File: config.mk
export PLATFORM = sky130hd
export DESIGN_NAME = mcsr_unit
export DESIGN_NICKNAME = d
export VERILOG_FILES = /design/src/rtl/mcsr_pkg.sv /design/src/rtl/mcsr_decode.sv /design/src/rtl/mcsr_counter.sv /design/src/rtl/mcsr_irq_arb.sv /design/src/rtl/mcsr_unit.sv
export SDC_FILE = /design/constraint.sdc
export NUM_CORES = 1
export LEC_CHECK = 0
export BUFFER_PORTS_ARGS = -buffer_cell sky130_fd_sc_hd__buf_2
export CAP_MARGIN = 5
export CORE_MARGIN = 2
export CORE_UTILIZATION = 55
export CTS_CLUSTER_SIZE = 8
export DETAILED_ROUTE_END_ITERATION = 7
export MAX_ROUTING_LAYER = met4
export PLACE_DENSITY_LB_ADDON = 0.15
export SLEW_MARGIN = 0
export SYNTH_ARGS = -nofsm -noshare
export SYNTH_HDL_FRONTEND = slang
export SYNTH_SLANG_ARGS = --single-unit
File: constraint.sdc
create_clock -name clk -period 8.5 [get_ports clk]
set_clock_uncertainty 0.2 [all_clocks]
set_input_delay 1.275 -clock clk [delete_from_list [all_inputs] [get_ports clk]]
set_output_delay 1.275 -clock clk [all_outputs]
set_load 0.01 [all_outputs]
File: src/rtl/mcsr_pkg.sv
package mcsr_pkg;

  typedef enum logic [1:0] {
    OP_READ  = 2'd0,
    OP_WRITE = 2'd1,
    OP_SET   = 2'd2,
    OP_CLEAR = 2'd3
  } csr_op_e;

  typedef enum logic [3:0] {
    SEL_NONE,
    SEL_ZERO,
    SEL_STATUS,
    SEL_ISA,
    SEL_IE,
    SEL_TVEC,
    SEL_SCRATCH,
    SEL_EPC,
    SEL_CAUSE,
    SEL_TVAL,
    SEL_IP,
    SEL_CYC_LO,
    SEL_CYC_HI,
    SEL_RET_LO,
    SEL_RET_HI
  } csr_sel_e;

  localparam int BIT_GIE   = 3;
  localparam int BIT_PIE   = 7;
  localparam int BIT_EXT   = 11;
  localparam int BIT_TMR   = 7;
  localparam int CODE_EXT  = 11;
  localparam int CODE_TMR  = 7;

endpackage

File: src/rtl/mcsr_decode.sv
module mcsr_decode
  import mcsr_pkg::*;
(
  input  logic [11:0] addr,
  input  logic        wants_wr,
  output csr_sel_e    sel,
  output logic        illegal
);

  always_comb begin
    case (addr)
      12'h300: sel = SEL_STATUS;
      12'h301: sel = SEL_ISA;
      12'h302, 12'h303, 12'h306: sel = SEL_ZERO;
      12'h304: sel = SEL_IE;
      12'h305: sel = SEL_TVEC;
      12'h340: sel = SEL_SCRATCH;
      12'h341: sel = SEL_EPC;
      12'h342: sel = SEL_CAUSE;
      12'h343: sel = SEL_TVAL;
      12'h344: sel = SEL_IP;
      12'hB00: sel = SEL_CYC_LO;
      12'hB80: sel = SEL_CYC_HI;
      12'hB02: sel = SEL_RET_LO;
      12'hB82: sel = SEL_RET_HI;
      12'hF11, 12'hF12, 12'hF13, 12'hF14: sel = SEL_ZERO;
      default: sel = SEL_NONE;
    endcase
    illegal = (sel == SEL_NONE) || (wants_wr && (addr[11:10] == 2'b11));
  end

endmodule

File: src/rtl/mcsr_counter.sv
module mcsr_counter #(
  parameter int HALF = 32
) (
  input  logic              clk,
  input  logic              rst,
  input  logic              inc,
  input  logic              wr_lo,
  input  logic              wr_hi,
  input  logic [HALF-1:0]   wdata,
  output logic [2*HALF-1:0] count
);

  always_ff @(posedge clk) begin
    if (rst) begin
      count <= '0;
    end else if (wr_lo) begin
      count <= {count[2*HALF-1:HALF], wdata};
    end else if (wr_hi) begin
      count <= {wdata, count[HALF-1:0]};
    end else if (inc) begin
      count <= count + 1'b1;
    end
  end

endmodule

File: src/rtl/mcsr_irq_arb.sv
module mcsr_irq_arb
  import mcsr_pkg::*;
#(
  parameter int CODE_W = 5
) (
  input  logic              ext,
  input  logic              tmr,
  input  logic              meie,
  input  logic              mtie,
  input  logic              gie,
  output logic              req,
  output logic [CODE_W-1:0] code
);

  logic ext_hit, tmr_hit;

  always_comb begin
    ext_hit = ext && meie;
    tmr_hit = tmr && mtie;
    req     = gie && (ext_hit || tmr_hit);
    code    = ext_hit ? CODE_W'(CODE_EXT) : CODE_W'(CODE_TMR);
  end

endmodule

File: src/rtl/mcsr_unit.sv
module mcsr_unit
  import mcsr_pkg::*;
#(
  parameter int               XLEN       = 32,
  parameter bit               BASE_E     = 1'b0,
  parameter bit               TVEC_FIXED = 1'b1,
  parameter logic [XLEN-1:0]  TVEC_ADDR  = 32'h0001_0000,
  parameter int               CODE_W     = 5
) (
  input  logic              clk,
  input  logic              rst,
  input  logic              csr_req,
  input  logic [1:0]        csr_op,
  input  logic [11:0]       csr_addr,
  input  logic [XLEN-1:0]   csr_wdata,
  output logic [XLEN-1:0]   csr_rdata,
  output logic              csr_illegal,
  input  logic              retire,
  input  logic              exc_valid,
  input  logic [CODE_W-1:0] exc_code,
  input  logic [XLEN-1:0]   exc_tval,
  input  logic [XLEN-1:0]   cur_pc,
  input  logic              irq_take,
  input  logic              mret,
  input  logic              ext_irq,
  input  logic              tmr_irq,
  output logic [XLEN-1:0]   trap_vector,
  output logic [XLEN-1:0]   ret_pc,
  output logic              irq_pending
);

  localparam int ISA_BIT = BASE_E ? 4 : 8;
  localparam int NCNT    = 2;

  csr_op_e          op;
  csr_sel_e         sel;
  logic             illegal, wants_wr, wr_en;
  logic [XLEN-1:0]  old_val, new_val, tvec_val;
  logic [XLEN-1:0]  cause_exc, cause_irq;
  logic             gie_q, pie_q, meie_q, mtie_q;
  logic [XLEN-1:0]  scratch_q, epc_q, cause_q, tval_q;
  logic [XLEN-1:0]  rdata_q;
  logic             illegal_q, irq_q;
  logic             arb_req;
  logic [CODE_W-1:0] arb_code;
  logic [2*XLEN-1:0] cnt [NCNT];

  assign op       = csr_op_e'(csr_op);
  assign wants_wr = (op == OP_WRITE) ||
                    (((op == OP_SET) || (op == OP_CLEAR)) && (csr_wdata != '0));

  mcsr_decode dec_i (
    .addr     (csr_addr),
    .wants_wr (wants_wr),
    .sel      (sel),
    .illegal  (illegal)
  );

  assign wr_en = csr_req && wants_wr && !illegal;

  mcsr_irq_arb #(.CODE_W(CODE_W)) arb_i (
    .ext  (ext_irq),
    .tmr  (tmr_irq),
    .meie (meie_q),
    .mtie (mtie_q),
    .gie  (gie_q),
    .req  (arb_req),
    .code (arb_code)
  );

  for (genvar g = 0; g < NCNT; g++) begin : g_cnt
    localparam csr_sel_e LO_SEL = (g == 0) ? SEL_CYC_LO : SEL_RET_LO;
    localparam csr_sel_e HI_SEL = (g == 0) ? SEL_CYC_HI : SEL_RET_HI;
    mcsr_counter #(.HALF(XLEN)) cnt_i (
      .clk   (clk),
      .rst   (rst),
      .inc   ((g == 0) ? 1'b1 : retire),
      .wr_lo (wr_en && (sel == LO_SEL)),
      .wr_hi (wr_en && (sel == HI_SEL)),
      .wdata (new_val),
      .count (cnt[g])
    );
  end

  if (TVEC_FIXED) begin : g_tvec_fixed
    assign tvec_val = TVEC_ADDR;
  end else begin : g_tvec_reg
    logic [XLEN-1:0] tvec_q;
    always_ff @(posedge clk) begin
      if (rst) tvec_q <= TVEC_ADDR;
      else if (wr_en && (sel == SEL_TVEC)) tvec_q <= {new_val[XLEN-1:2], 2'b00};
    end
    assign tvec_val = tvec_q;
  end

  always_comb begin
    old_val = '0;
    case (sel)
      SEL_STATUS: begin
        old_val[BIT_GIE] = gie_q;
        old_val[BIT_PIE] = pie_q;
      end
      SEL_ISA:     old_val[ISA_BIT] = 1'b1;
      SEL_IE: begin
        old_val[BIT_EXT] = meie_q;
        old_val[BIT_TMR] = mtie_q;
      end
      SEL_TVEC:    old_val = tvec_val;
      SEL_SCRATCH: old_val = scratch_q;
      SEL_EPC:     old_val = epc_q;
      SEL_CAUSE:   old_val = cause_q;
      SEL_TVAL:    old_val = tval_q;
      SEL_IP: begin
        old_val[BIT_EXT] = ext_irq;
        old_val[BIT_TMR] = tmr_irq;
      end
      SEL_CYC_LO:  old_val = cnt[0][XLEN-1:0];
      SEL_CYC_HI:  old_val = cnt[0][2*XLEN-1:XLEN];
      SEL_RET_LO:  old_val = cnt[1][XLEN-1:0];
      SEL_RET_HI:  old_val = cnt[1][2*XLEN-1:XLEN];
      default:     old_val = '0;
    endcase
    case (op)
      OP_WRITE: new_val = csr_wdata;
      OP_SET:   new_val = old_val | csr_wdata;
      OP_CLEAR: new_val = old_val & ~csr_wdata;
      default:  new_val = old_val;
    endcase
    cause_exc = '0;
    cause_exc[CODE_W-1:0] = exc_code;
    cause_irq = '0;
    cause_irq[CODE_W-1:0] = arb_code;
    cause_irq[XLEN-1] = 1'b1;
  end

  always_ff @(posedge clk) begin
    if (rst) begin
      gie_q <= 1'b0;  pie_q <= 1'b0;
      meie_q <= 1'b0; mtie_q <= 1'b0;
      scratch_q <= '0; epc_q <= '0; cause_q <= '0; tval_q <= '0;
      rdata_q <= '0; illegal_q <= 1'b0; irq_q <= 1'b0;
    end else begin
      if (wr_en) begin
        case (sel)
          SEL_STATUS: begin
            gie_q <= new_val[BIT_GIE];
            pie_q <= new_val[BIT_PIE];
          end
          SEL_IE: begin
            meie_q <= new_val[BIT_EXT];
            mtie_q <= new_val[BIT_TMR];
          end
          SEL_SCRATCH: scratch_q <= new_val;
          SEL_EPC:     epc_q     <= {new_val[XLEN-1:1], 1'b0};
          SEL_CAUSE:   cause_q   <= new_val;
          SEL_TVAL:    tval_q    <= new_val;
          default: ;
        endcase
      end
      if (exc_valid || irq_take) begin
        epc_q   <= {cur_pc[XLEN-1:1], 1'b0};
        pie_q   <= gie_q;
        gie_q   <= 1'b0;
        cause_q <= exc_valid ? cause_exc : cause_irq;
        tval_q  <= exc_valid ? exc_tval : '0;
      end else if (mret) begin
        gie_q <= pie_q;
        pie_q <= 1'b1;
      end
      rdata_q   <= (csr_req && !illegal) ? old_val : '0;
      illegal_q <= csr_req && illegal;
      irq_q     <= arb_req;
    end
  end

  assign csr_rdata   = rdata_q;
  assign csr_illegal = illegal_q;
  assign irq_pending = irq_q;
  assign trap_vector = tvec_val;
  assign ret_pc      = epc_q;

endmodule

# Yosys cells after proc, flatten, opt, wreduce, memory -nomap -nowiden
# Index checks and enable logic that the tools add are counted.
# W data, S select, Z words.
[word_totals] register_bits=293 output_inout_bits=98 word_cells=138
[classes] n_addsub=2 n_eq_ne=39 n_mux=34 bitwise_logic=5 n_reduce_logical=43
[ops] cell="$mux W32" count=13
[ops] cell="$mux W64" count=3
[ops] cell="$pmux W20 S9" count=1
[ops] cell="$eq A12 B10 Y1 const B" count=12
[ops] cell="$add A64 B1 Y64 const B" count=2
[ops] cell="$eq A12 B12 Y1 const B" count=8
[ops] cell="$pmux W32 S3" count=1
[ops] cell="$pmux W4 S14" count=1
[ops] cell="$pmux W3 S8" count=2
[ops] cell="$and A32 B32 Y32" count=1
[ops] cell="$not A32 Y32" count=1
[ops] cell="$or A32 B32 Y32" count=1
[ops] cell="$reduce_bool A32 Y1" count=1
[ops] cell="$eq A4 B4 Y1 const B" count=7
[ops] cell="$pmux W1 S9" count=2
[ops] cell="$reduce_and A2 Y1" count=9
[ops] cell="$eq A4 B3 Y1 const B" count=4
[ops] cell="$pmux W2 S8" count=1
[ops] cell="$reduce_bool A2 Y1" count=8
[ops] cell="$logic_and A1 B1 Y1" count=13
[ops] cell="$pmux W1 S11" count=1
[ops] cell="$pmux W1 S10" count=1
[ops] cell="$eq A4 B2 Y1 const B" count=2
[ops] cell="$mux W1" count=7
[ops] cell="other kinds (11)" count=21

# Depth between registers and ports, before layout
[logic_depth] depth_word=11 depth_mapped=13 ltp_nobuf=9

# By module
# Synthesis repeated with hierarchy kept, for this count alone.
[hier_totals] cells_unflattened=2365 hier_area_um2=18506.5
[modules_own_cells] mod="mcsr_unit" n_inst=1 cells_per_inst=1192 area_each_um2=9803.2
[modules_own_cells] mod="mcsr_counter" n_inst=2 cells_per_inst=560 area_each_um2=4164.0
[modules_own_cells] mod="mcsr_decode" n_inst=1 cells_per_inst=43 area_each_um2=312.8
[modules_own_cells] mod="mcsr_irq_arb" n_inst=1 cells_per_inst=10 area_each_um2=62.6

# Worst setup path after synthesis
# OpenSTA, ideal clock, no wires.
[synth_path] path_kind="input port to flip-flop" from="input port csr_addr[5]" to="register tval_q[28]" setup_ps=119 arrival_time_ps=3770 slack_ps=4411 stages=11 cell_sequence="buf_2 nand4b_1 or4_1 o31a_1 nand2_1 buf_4 buf_2 mux2i_1 nand2_1 a221o_1 o221a_1"
[synth_via] elab_chain_len=10
[synth_rtl] element="from (decl)" line="mcsr_unit.sv:14" source="input logic [11:0] csr_addr,"
[synth_rtl] element="$eq A12 B10 Y1 / $eq A12 B12 Y1 (equally long branches)" line="mcsr_decode.sv:11" source="case (addr)"
[synth_rtl] element="$reduce_or A7 Y1 (no line)"
[synth_rtl] element="$pmux W4 S14 *" line="mcsr_decode.sv:11"
[synth_rtl] element="$eq A4 B4 Y1, or another cell as far along" line="mcsr_unit.sv:98" source="case (sel)"
[synth_rtl] element="$pmux W20 S9" line="mcsr_unit.sv:98"
[synth_rtl] element="$and A32 B32 Y32 / $or A32 B32 Y32 (equally long branches)" line="mcsr_unit.sv:126, mcsr_unit.sv:125"
[synth_rtl] element="$pmux W32 S3" line="mcsr_unit.sv:123" source="case (op)"
[synth_rtl] element="$mux W32" line="mcsr_unit.sv:144" source="case (sel)"
[synth_rtl] element="$mux W32" line="mcsr_unit.sv:143" source="if (wr_en) begin"
[synth_rtl] element="$mux W32" line="mcsr_unit.sv:160" source="if (exc_valid || irq_take) begin"
[synth_rtl] element="to (signal assigned)" line="mcsr_unit.sv:156" source="SEL_TVAL: tval_q <= new_val;"
[synth_rtl] element="to (signal assigned)" line="mcsr_unit.sv:165" source="tval_q <= exc_valid ? exc_tval : '0;"
[synth_rtl] element="to (decl)" line="mcsr_unit.sv:41" source="logic [XLEN-1:0] scratch_q, epc_q, cause_q, tval_q;"
# Every way passes the cells marked *; elsewhere a longest branch is shown, timed or not. The select of a mux whose other input is x is not followed.
# A chain may end at the register's enable or synchronous reset.

# Worst setup path in the final report
[layout_path] from="input port csr_addr[10]" to="register cause_q[31]"
[layout_via] elab_chain_len=10
[layout_rtl] element="$eq A12 B10 Y1 / $eq A12 B12 Y1 (equally long branches)" line="mcsr_decode.sv:11"
[layout_rtl] element="$reduce_or A7 Y1 (no line)"
[layout_rtl] element="$pmux W4 S14" line="mcsr_decode.sv:11"
[layout_rtl] element="$eq A4 B4 Y1, or another cell as far along" line="mcsr_unit.sv:98"
[layout_rtl] element="$pmux W20 S9" line="mcsr_unit.sv:98"
[layout_rtl] element="$and A32 B32 Y32 / $or A32 B32 Y32 (equally long branches)" line="mcsr_unit.sv:126, mcsr_unit.sv:125"
[layout_rtl] element="$pmux W32 S3" line="mcsr_unit.sv:123"
[layout_rtl] element="$mux W32" line="mcsr_unit.sv:144"
[layout_rtl] element="$mux W32" line="mcsr_unit.sv:143"
[layout_rtl] element="$mux W32" line="mcsr_unit.sv:160"
[layout_rtl] element="to (signal assigned)" line="mcsr_unit.sv:155" source="SEL_CAUSE: cause_q <= new_val;"
[layout_rtl] element="to (signal assigned)" line="mcsr_unit.sv:164" source="cause_q <= exc_valid ? cause_exc : cause_irq;"
[layout_rtl] element="to (decl)" line="mcsr_unit.sv:41"
# Several ways; a longest one is shown, not always the timed one. The select of a mux whose other input is x is not followed.

==> summary.txt <==
STA
  – Slew margin rel.: 0.109
  – Fmax: 174 MHz
  – Setup TNS: 0 ps
  – Period minus WS final: 5740 ps
  – Worst Hold Slack: 270 ps
  – RSZ-0062 raised after global routing: no
  – Final period utilization: 0.675
  – Final hold violations: 0
  – Actual slew at the worst max-slew pin: 1340 ps
  – Final count of negative-setup-slack endpoints: 0
  – Pins over their slew limit: 0

Power and ir drop
  – Clk network pwr share: 0.466
  – Sw Share: 0.275
  – Maximum vdd drop: approximately 0.14 mV
  – Net Switching: 0.000901 W
  – Internal power: 0.00238 W
  – Pwr per Cell Area: 159 nW/um^2
  – Comb pwr share: 0.100
  – Leakage: 7.07 nW
  – Final Power: between 0.003 and 0.004 W
  – Sequential power share: 0.433

Critical path
  – CP max stage delay: 1100 ps
  – Kind of critical path: input port to flip-flop
  – Crit path cell chain: buf_2 -> nand4b_1 -> nor4_1 -> o21a_1 -> buf_4 -> nor2_4 -> buf_4 -> a31oi_1 -> a41oi_1 -> nor3_1 -> a2111oi_0
  – CP Capture Type: flip-flop
  – Crit path DAT: 5890 ps
  – Max stage delay cell, worst path: nor3_1
  – Worst Path Required: 8650 ps
  – CP dominant cell by count: buf_4
  – Startpoint Class: input port
  – Critical-path maximum fanout: 31

Drt
  – Total number of vias: roughly 22000
  – Vias/cell: around 7.5
  – # DRC: 0
  – ANT nets after route: 0
  – WL/cell: around 31 um
  – Initial DRC count: 3880
  – Final WL: 91.5 mm
  – 1st-pass router iterations: 7

Placement
  – Final RePlAce weighted congestion: 1.09
  – Post-DP HPWL: 65.9 mm
  – Cells after DPL: around 2900
  – IO buf count: approximately 190

Cells and area
  – Ratio of cells with drive above 1 in the final layout: 0.153
  – Layout area overhead: 12.0%
  – Non-Filler Instances: 2926
  – Nets: approximately 2600
  – End-of-flow core utilization: 0.620
  – Most common cell after layout, fill and taps aside: dfxtp_1
  – Most frequent cells in the layout: 293 x dfxtp_1, 259 x nand2_1, 186 x buf_2

Logic synthesis
  – Synth Area in Compound Gates: 0.267
  – Synthesized instance count: about 2400
  – Primary flip-flop cell chosen by synthesis mapping: dfxtp_1
  – Avg Cell Area, Syn: 7.77 sq um
  – Post-synth cell types: 96
  – Yosys reg bits: 293
  – Post-synthesis sequential area ratio: 0.318
  – Synth Area in Adders: 0.00136
  – YS warnings: 0
  – Xor and xnor fraction of the mapped netlist area: 0.0523
  – Simple-gate share of the synthesized area: 0.264
  – Area of the mapped netlist: 18400 sq um
  – Largest family of logic cells by synthesized area: compound AO/OA/AOI/OAI gates
  – Post-synth EDFFs: 0
  – Asr flop ratio synth: 0
  – Post-synthesis mux area share: 0.0322

Clock tree
  – Clock sink count: 293
  – Clk_lat worst skew: 550 ps
  – Hold_buf cts: 0
  – Total CTS buffers: 42
  – Post-CTS setup buffers: 0
  – Clk buf depth: 3
  – Clock root cell: clkbuf_16
  – Clock transition at path regs: 50 ps
  – PostCTS Resize Cnt: 0
  – # H-tree levels: 2
  – CTS tree: yes

Floorplanning
  – IO Count: 222
  – Die ar.: roughly 35000 sq um
  – Initial core utilization: 0.553
  – Height of the die: approximately 190 um
  – Core footprint: 33300 sq um
  – FP Rows: 67
  – Die Wd: 187 um

Global route
  – Grt total ovfl: 0
  – First-pass GRT wire length: 132 mm
  – Vias in the first global route: 20137
  – Initial antenna violation count: 4
  – All-Layer GR Usage: 0.519
  – Largest net degree at the start of global routing: 66

Hold path
  – Hold WC Path Type: flip-flop to flip-flop

Job
  – Max-cap violations: 0

Run status
  – Status: complete, no violations
## cell usage after synthesis (14+ instances only)
library cell | number | area (sq um)
nand4_1 | 87 | 544
xnor2_1 | 77 | 674
dfxtp_1 | 293 | 5870
o22ai_1 | 57 | 357
a21oi_1 | 142 | 711
and2_1 | 17 | 106
inv_1 | 37 | 139
a31oi_1 | 42 | 263
a221o_1 | 14 | 140
xor2_1 | 33 | 289
or4_1 | 15 | 113
a221oi_1 | 19 | 166
nor2_1 | 173 | 649
and4_1 | 27 | 236
clkbuf_1 | 129 | 484
nor3_1 | 94 | 470
mux2i_1 | 39 | 390
o211ai_1 | 20 | 150
nor4_1 | 46 | 288
nand3_1 | 95 | 475
buf_2 | 45 | 225
a211oi_1 | 90 | 676
o21ai_0 | 131 | 656
and3_1 | 34 | 213
mux2_2 | 16 | 180
nand2_1 | 259 | 972
a22oi_1 | 28 | 210
buf_4 | 36 | 270
## cell type report
class | instances | area (sq um)
well taps | 448 | 561
clock inverters | 1 | 8.76
clock buffers | 46 | 1090
inverters | 37 | 140
fillers | 2947 | 12700
flip-flops and latches | 293 | 5870
multi-input cells | 1850 | 11600
repair buffers | 248 | 1400
diodes | 3 | 7.51
## critical path: cells and delay by family
| family | cells | cell delay [ps] |
|---|---|---|
| compound gates | 4 | 1330 |
| buf+inv | 3 | 780 |
| simple gates | 4 | 2450 |
## flip-flops by register name (all words and copies together) (netlist names)
name and count:
ret_pc 31, gie_q 1, mtie_q 1, scratch_q 32
pie_q 1, g_cnt.cnt_i.count 128, irq_pending 1, csr_rdata 32
cause_q 32, csr_illegal 1, meie_q 1, tval_q 32
## cells by family after synthesis
kind of cell / after synthesis
AND/OR/NAND/NOR: 938
AO/OA/AOI/OAI: 711
flip-flops: 293
buffers and inverters: 259
XOR/XNOR: 110
multiplexers: 56
adder cells (fa/ha/maj): 2
other: 2
## path summary, 6_finish.rpt
path | start | end | slack (ps) | cells after the start
max reg2reg | g_cnt[0].cnt_i.count[4] | g_cnt[0].cnt_i.count[57] | 4480 | 8
max | csr_addr[10] | cause_q[31] | 2760 | 11
min | cause_q[26] | cause_q[26] | 270 | 2
min reg2reg | cause_q[26] | cause_q[26] | 270 | 2
## per-stage QoR
step	setup WS, ps	cell area [sq um]
global placement	2660	19500
floorplan	4410	18500
finish	2760	20600
CTS	3190	20600
global route	2690	20600
detailed placement	2660	19500
## layer usage
metal | global-route usage | share of wire | wire length, um | up-vias
met4 | 0.366 | 0.088 | 8090 | 0
met1 | 0.645 | 0.36 | 32600 | 10229
met3 | 0.164 | 0.16 | 14200 | 483
li1 | - | - | - | 9119
met5 | - | 0 | 0 | -
met2 | 0.707 | 0.40 | 36500 | 2018
## power by group through the flow
stage / clock network, W / logic (W) / registers (W)
after detailed placement: 0 / 0.000308 / 0.00145
final: 0.00153 / 0.000329 / 0.00142
after CTS: 0.00151 / 0.000310 / 0.00142
after global placement: 0 / 0.000303 / 0.00145
after global routing: 0.00156 / 0.000338 / 0.00142
after floorplan: 0 / 0.000177 / 0.00145
No activity file was read; power rests on OpenSTA's default activity.
